**src/rtl/lsd_pkg.sv**
```systemverilog
package lsd_pkg;
  typedef struct packed {
    logic en;
    logic in;
    logic out_low;
    logic i_low;
    logic i_over;
    logic t_hot;
    logic t_cool;
  } lsd_in_t;

  localparam int LSD_IN_W = $bits(lsd_in_t);
endpackage

```
**src/rtl/lsd_sync2.sv**
```systemverilog
module lsd_sync2 #(
  parameter int W = 1
) (
  input  logic         clk,
  input  logic         rst_n,
  input  logic [W-1:0] d,
  output logic [W-1:0] q
);
  for (genvar b = 0; b < W; b++) begin : g_bit
    logic st1, st2;
    always_ff @(posedge clk or negedge rst_n) begin
      if (!rst_n) begin
        st1 <= 1'b0;
        st2 <= 1'b0;
      end else begin
        st1 <= d[b];
        st2 <= st1;
      end
    end
    assign q[b] = st2;
  end
endmodule

```
**src/rtl/lsd_ovl_timer.sv**
```systemverilog
module lsd_ovl_timer #(
  parameter int DELAY = 40000
) (
  input  logic clk,
  input  logic rst_n,
  input  logic arm,
  input  logic clr,
  output logic ovl_o
);
  localparam int CW = (DELAY < 2) ? 1 : $clog2(DELAY);
  localparam logic [CW-1:0] LAST = CW'(DELAY - 1);

  logic [CW-1:0] cnt;
  logic          ovl;
  logic          run;

  assign run = arm && !ovl;

  always_ff @(posedge clk or negedge rst_n) begin
    if (!rst_n) begin
      cnt <= '0;
      ovl <= 1'b0;
    end else begin
      if (clr)
        ovl <= 1'b0;
      else if (run && cnt == LAST)
        ovl <= 1'b1;

      if (!run || cnt == LAST)
        cnt <= '0;
      else
        cnt <= cnt + 1'b1;
    end
  end

  assign ovl_o = ovl;

  assert_ovl_after_full_count_R5: assert property (@(posedge clk) disable iff (!rst_n)
    $rose(ovl) |-> ($past(cnt) == LAST && $past(arm)));

  assert_count_restart_R9: assert property (@(posedge clk) disable iff (!rst_n)
    !arm |=> (cnt == '0));

  assert_clear_on_fall_R10: assert property (@(posedge clk) disable iff (!rst_n)
    clr |=> !ovl);
endmodule

```
**src/rtl/lsd_thermal.sv**
```systemverilog
module lsd_thermal (
  input  logic clk,
  input  logic rst_n,
  input  logic hot,
  input  logic cool,
  input  logic clr,
  output logic tdis_o,
  output logic otl_o
);
  logic tdis, otl;

  always_ff @(posedge clk or negedge rst_n) begin
    if (!rst_n) begin
      tdis <= 1'b0;
      otl  <= 1'b0;
    end else begin
      if (hot)
        tdis <= 1'b1;
      else if (cool)
        tdis <= 1'b0;

      if (hot)
        otl <= 1'b1;
      else if (clr)
        otl <= 1'b0;
    end
  end

  assign tdis_o = tdis;
  assign otl_o  = otl;

  assert_tdis_on_hot_R6: assert property (@(posedge clk) disable iff (!rst_n)
    hot |=> tdis);

  assert_tdis_holds_until_cool_R6: assert property (@(posedge clk) disable iff (!rst_n)
    (tdis && !cool) |=> tdis);

  assert_otl_holds_R7: assert property (@(posedge clk) disable iff (!rst_n)
    (otl && !clr) |=> otl);
endmodule

```
**src/rtl/lsd_chan_supervisor.sv**
```systemverilog
module lsd_chan_supervisor
  import lsd_pkg::*;
#(
  parameter int OVL_DELAY_CYC = 40000
) (
  input  logic clk,
  input  logic rst_n,
  input  logic en_pin,
  input  logic in_pin,
  input  logic out_low_flag,
  input  logic i_low_flag,
  input  logic i_over_flag,
  input  logic t_hot_flag,
  input  logic t_cool_flag,
  output logic gate_on_o,
  output logic diag_ok_o,
  output logic ilim_req_o
);
  lsd_in_t raw, syn;
  logic [LSD_IN_W-1:0] syn_vec;

  assign raw.en      = en_pin;
  assign raw.in      = in_pin;
  assign raw.out_low = out_low_flag;
  assign raw.i_low   = i_low_flag;
  assign raw.i_over  = i_over_flag;
  assign raw.t_hot   = t_hot_flag;
  assign raw.t_cool  = t_cool_flag;

  lsd_sync2 #(.W(LSD_IN_W)) u_sync (
    .clk   (clk),
    .rst_n (rst_n),
    .d     (raw),
    .q     (syn_vec)
  );
  assign syn = lsd_in_t'(syn_vec);

  logic in_d, in_fall, drive;
  always_ff @(posedge clk or negedge rst_n) begin
    if (!rst_n) in_d <= 1'b0;
    else        in_d <= syn.in;
  end
  assign in_fall = in_d && !syn.in;
  assign drive   = syn.en && syn.in;

  logic tdis, otl, ovl;

  lsd_thermal u_thermal (
    .clk    (clk),
    .rst_n  (rst_n),
    .hot    (syn.t_hot),
    .cool   (syn.t_cool),
    .clr    (in_fall),
    .tdis_o (tdis),
    .otl_o  (otl)
  );

  lsd_ovl_timer #(.DELAY(OVL_DELAY_CYC)) u_ovl (
    .clk   (clk),
    .rst_n (rst_n),
    .arm   (drive && (syn.i_over || otl)),
    .clr   (in_fall),
    .ovl_o (ovl)
  );

  assign gate_on_o  = drive && !tdis && !ovl;
  assign ilim_req_o = drive && syn.i_over && !tdis && !ovl;

  always_comb begin
    if (!syn.en)
      diag_ok_o = 1'b0;
    else if (otl || ovl)
      diag_ok_o = 1'b0;
    else if (syn.in)
      diag_ok_o = !syn.i_low;
    else
      diag_ok_o = !syn.out_low;
  end

  assert_en_low_off_R1: assert property (@(posedge clk) disable iff (!rst_n)
    !syn.en |-> (!gate_on_o && !diag_ok_o));

  assert_ovl_blocks_gate_R5: assert property (@(posedge clk) disable iff (!rst_n)
    ovl |-> (!gate_on_o && !ilim_req_o && !diag_ok_o));

  assert_otl_diag_low_R7: assert property (@(posedge clk) disable iff (!rst_n)
    otl |-> !diag_ok_o);

  assert_tdis_blocks_gate_R6: assert property (@(posedge clk) disable iff (!rst_n)
    tdis |-> !gate_on_o);
endmodule

```
**config.mk**
```make
export PLATFORM = sky130hd
export DESIGN_NAME = lsd_chan_supervisor
export DESIGN_NICKNAME = d
export VERILOG_FILES = /design/src/rtl/lsd_pkg.sv /design/src/rtl/lsd_sync2.sv /design/src/rtl/lsd_ovl_timer.sv /design/src/rtl/lsd_thermal.sv /design/src/rtl/lsd_chan_supervisor.sv
export SDC_FILE = /design/constraint.sdc
export NUM_CORES = 1
export LEC_CHECK = 0
export BUFFER_PORTS_ARGS = -buffer_cell sky130_fd_sc_hd__buf_2
export CORE_ASPECT_RATIO = 0.75
export CORE_MARGIN = 2
export CORE_UTILIZATION = 45
export DETAILED_ROUTE_END_ITERATION = 10
export GPL_TIMING_DRIVEN = 0
export SLEW_MARGIN = 20
export SYNTH_ARGS = -nofsm -noshare
export SYNTH_HDL_FRONTEND = slang
export SYNTH_SLANG_ARGS = --single-unit
```
**constraint.sdc**
```tcl
create_clock -name clk -period 3.9 [get_ports clk]
set_input_delay 0.78 -clock clk [delete_from_list [all_inputs] [get_ports clk]]
set_output_delay 0.78 -clock clk [all_outputs]
set_load 0.01 [all_outputs]
```
* Word level (Yosys, flattened, before mapping)
Index checks and enable logic that the tools add are counted.
** Word-level totals
- Output and inout port bits :: 3
- Logic and storage cells :: 53
- Bits in registers :: 34
** Cells by class
- Equal/unequal tests :: 1
- Add/subtract/negate cells :: 1
- Reduce and logical (&&, ||, !) cells :: 22
- Multiplexer cells :: 10
** Operators by type and width (number)
- $add 16x1->16 const B :: 1
- $eq 16x16->1 const B :: 1
- $mux 16 :: 1
- $logic_and 1x1->1 :: 10
- $mux 1 :: 9
- $logic_not 1->1 :: 6
- $reduce_bool 2->1 :: 3
- $logic_or 1x1->1 :: 3

* Logic depth before layout (Yosys ltp)
- Word-level depth :: 6
- Depth in mapped cells :: 6
- Depth with buffers taken out :: 4

* Modules after synthesis
From an unflattened synthesis, not the netlist that was laid out.
** Second synthesis, totals
- Cells, all modules :: 123
- Area total of the unflattened synthesis :: 1427.6 um2
** By module, submodules not included
- lsd_ovl_timer :: sequential area each 425.4 um2, area an instance 864.6 um2, times used 1, cells each 86
- lsd_sync2 :: sequential area each 350.3 um2, area an instance 402.9 um2, times used 1, cells each 21
- lsd_chan_supervisor :: sequential area each 25.0 um2, area an instance 87.6 um2, times used 1, cells each 10
- lsd_thermal :: sequential area each 50.0 um2, area an instance 72.6 um2, times used 1, cells each 6

* Worst setup path after synthesis
No wires, ideal clock.
- Path type :: register to output
- From :: register u_sync.g_bit[5].st2
- To :: output diag_ok_o
- Slack :: 1.976 ns
- Data arrival time :: 1.144 ns
- Path buffers :: 0
- Cell stages (with the launch flop) :: 3
- Data required time :: 3.120 ns
- Cell sequence :: dfrtp_1 mux2_2 nor4b_1
** On the way
- Cells in the longest elaborated chain, start to end :: 3
** RTL lines
- from (decl) :: RTL line lsd_sync2.sv:10 : logic st1, st2;
- from (signal assigned) :: RTL line lsd_sync2.sv:17 : st2 <= st1;
- $mux 1 :: RTL line lsd_chan_supervisor.sv:74 : else if (syn.in)
- $mux 1 :: RTL line lsd_chan_supervisor.sv:72 : else if (otl || ovl)
- $mux 1 :: RTL line lsd_chan_supervisor.sv:70 : if (!syn.en)
- to (decl) :: RTL line lsd_chan_supervisor.sv:16 : output logic diag_ok_o,
Every way passes these cells.

* Worst setup path in the final report
Same ends and word-level chain as after synthesis.

==> impl_metrics.csv <==
group,metric,value,unit
yosys,synth-simple-area-share,0.199,
clocking,htree_levels,2,
clocking,cts_tree,"done",
routing,routedWlPerCell,12.8,um
routing,ant_nets,0,
worst_setup_path,worstPathCellList,"mux2_2 -> nor4b_1 -> buf_2",
yosys,synthMuxAreaShare,0.00834,
worst_setup_path,worst_r2r_path_depth,5,
clocking,cts_made_buffers,5,
routing,drtIter0Drc,11,
yosys,syn_nets,120,
clocking,path_clk_slew,0.07,ns
yosys,synth.yosys.seq_area_share,0.630,
worst_setup_path,slowest_stage,"dfrtp_1",
floorplanning,rows,17,
sta,rsz0062_at_grt,"false",
sta,slew_headroom,0.523,
routing,dr_wl_met2,956,um
routing,wl,2130,um
routing,top_layer_used,"met4",
routing,route.detailed.drc,0,
power,internal_power,561,uW
sta,hold_slack,0.350,ns
yosys,synth_compound_area_frac,0.0343,
worst_setup_path,cp.required,3.12,ns
grt,antenna_found_initial,0,
floorplanning,fp.dieH,51.4,um
yosys,netlist_area,1350,um^2
worst_setup_path,r2r_slack,2.35,ns
sta,fin_crit_sh,0.569,
routing,wl_met3,72,um
routing,vias,828,
yosys,synthAdderAreaFrac,0.00927,
worst_setup_path,worstSetupEndpoint,"diag_ok_o",
sta,final.setup.tns,0,ns
finish,nets,138,
worst_setup_path,arrival,1.44,ns
placed_design,portBuffers,11,
outcome,status,"complete, no violations",
finish,final_layout_size_suffix_gt1_frac,0.225,
sta,skew,0.00583,ns
grt,grt_pass1_wl,3850,um
finish,area_growth,16.0,%
clocking,clock_path_buffers,2,
run,drv_cap,0,
yosys,synth-xor-area-share,0.0908,
power,p_sw,142,uW
yosys,syn_avg_cell_area,12.3,um^2
floorplanning,ioPinCount,12,
hold_path,hold_class,"flop to flop",
routing,wl_met1,1050,um
yosys,synth_seq_cells,34,
grt,grt_max_degree,35,
sta,max_freq,0.450,GHz
clocking,post_cts_buffers,0,
routing,routed_via_density,4.96,
yosys,synth_top_family_by_area,"simple AND/OR/NAND/NOR gates",
worst_setup_path,path_class,"flop to primary output",
clocking,cts-root-buf,"clkbuf_8",
floorplanning,fp.coreArea,2890,um^2
power,power.density,449,nW/um^2
sta,period_needed,2.22,ns
power,vdd_drop_max,292,uV
placed_design,gp_congestion,0.731,
clocking,cts_sinks,34,
clocking,clk_latency,0.28,ns
clocking,cts_resized,0,
worst_setup_path,endpoint_kind,"primary output",
routing,first_pass_iters,3,
floorplanning,die_area,3460,um^2
finish,final_common_cell,"dfrtp_1",
power,comb_power_share,0.033,
power,p_sw_frac,0.202,
sta,finalMaxSlewViolations,0,
worst_setup_path,start_kind,"flop",
sta,tightest_slew,0.715,ns
finish,num_antenna_cells,0,
worst_setup_path,critPathMaxStageDelay,0.40,ns
finish,mostFrequentLayoutCells,"dfrtp_1, nor2_1, buf_2",
hold_path,min_from,"u_sync.g_bit[2].st1",
power,power_frac_seq,0.524,
grt,gr-usage-all-layers,0.163,
worst_setup_path,crit_start,"u_sync.g_bit[5].st2",
clocking,cts_hold_buf,0,
placed_design,dp_hpwl,1490,um
grt,grt_pass1_vias,830,
worst_setup_path,reg2reg_from,"u_ovl.cnt[6]",
power,clock_power_share,0.444,
sta,setup_violations,0,
floorplanning,die_w,67.2,um
power,p_leak,0.726,nW
worst_setup_path,r2r-end,"u_ovl.cnt[7]",
floorplanning,start_util,0.467,
yosys,synthDistinctLibCells,28,
yosys,syn_inst,110,
grt,overflow,0,
worst_setup_path,cp_max_fo,5,
yosys,ys_warn_count,0,
finish,nFillCells,273,
sta,finalHoldViolations,0,
[worst min-delay path by stage]
stage                     slack (ns)  cells past startpoint             endpoint
after floorplan                 0.33                      0  u_sync.g_bit[0].st2
after global placement          0.33                      0  u_sync.g_bit[2].st2
after detailed placement        0.34                      0  u_sync.g_bit[2].st2
after CTS                       0.35                      0  u_sync.g_bit[2].st2
after global routing            0.35                      0  u_sync.g_bit[2].st2
final                           0.35                      0  u_sync.g_bit[2].st2
[through the flow]
step	std cells	cell area [um^2]	util	setup WS, ns	total power [mW]
4_1_cts	167	1570	0.542	1.64	0.717
3_5_place_dp	159	1450	0.502	1.95	0.399
5_1_grt	167	1570	0.542	1.57	0.736
3_3_place_gp	159	1450	0.502	1.98	0.398
6_report	167	1570	0.542	1.68	0.703
2_1_floorplan	110	1350	-	1.98	0.384
[area by class of cell]
| type | count | area [um^2] | share of cell area |
|---|---|---|---|
| sequential | 34 | 851 | 0.543 |
| multi-input combinational | 69 | 462 | 0.295 |
| clock buffer | 5 | 68.8 | 0.0439 |
| timing repair buffer | 11 | 55.1 | 0.0351 |
| tap | 38 | 47.5 | 0.0304 |
| clock inverter | 3 | 45.0 | 0.0288 |
| buffer | 5 | 30.0 | 0.0192 |
| inverter | 2 | 7.51 | 0.00479 |
[synthesized netlist by cell type]
cell	n	area [um^2]
dfrtp_1	34	851
nor2_1	19	71.3
xor2_1	13	114
nand4_1	7	43.8
nand3_1	4	20.0
and2_1	3	18.8
buf_2	3	15.0
nand2_1	3	11.3
a21o_1	2	15.0
and3_1	2	12.5
and4_1	2	17.5
inv_1	2	7.51
and3_2	1	7.51
and4_2	1	10.0
buf_6	1	11.3
clkbuf_1	1	3.75
ha_1	1	12.5
mux2_2	1	11.3
nand2b_1	1	6.26
nand3b_1	1	7.51
nand4_2	1	12.5
nor4b_1	1	8.76
nor4b_2	1	15.0
o211ai_1	1	7.51
o21ai_4	1	16.3
o31ai_1	1	7.51
or3_1	1	6.26
xnor2_1	1	8.76
[per-layer routing]
metal / track usage / up-vias
met5: 0 / -
met2: 0.229 / 10
met4: 0.102 / 0
li1: - / 405
met3: 0.0529 / 4
met1: 0.217 / 409
[state kept, by name (all words and copies together), names as in the netlist]
name,cells
u_thermal.tdis_o,1
u_thermal.otl_o,1
in_d,1
u_sync.g_bit.st1,7
u_sync.g_bit.st2,7
u_ovl.cnt,16
u_ovl.ovl_o,1
[logic make-up (layout without fill, tap and decap cells)]
family                   count (synthesis)  count (layout)
AO/OA/AOI/OAI                            5               5
XOR/XNOR                                14              14
adder cells (fa/ha/maj)                  1               1
buffers and inverters                    7              26
flip-flops                              34              34
multiplexers                             1               1
AND/OR/NAND/NOR                         48              48
[worst max-delay path: cells and delay by family, from the launching register on]
family | cells | cell delay, ns
flops | 1 | 0.40
buf+inv | 1 | 0.18
mux | 1 | 0.36
simple gates | 1 | 0.23
[power by group through the flow]
| stage | Clock (mW) | Combinational, mW | Sequential [mW] |
|---|---|---|---|
| after floorplan | 0 | 0.0105 | 0.373 |
| after global placement | 0 | 0.0234 | 0.374 |
| after detailed placement | 0 | 0.0242 | 0.375 |
| after CTS | 0.324 | 0.0243 | 0.368 |
| after global routing | 0.339 | 0.0271 | 0.369 |
| final | 0.312 | 0.0231 | 0.368 |
(Power assumes the default switching activity.)
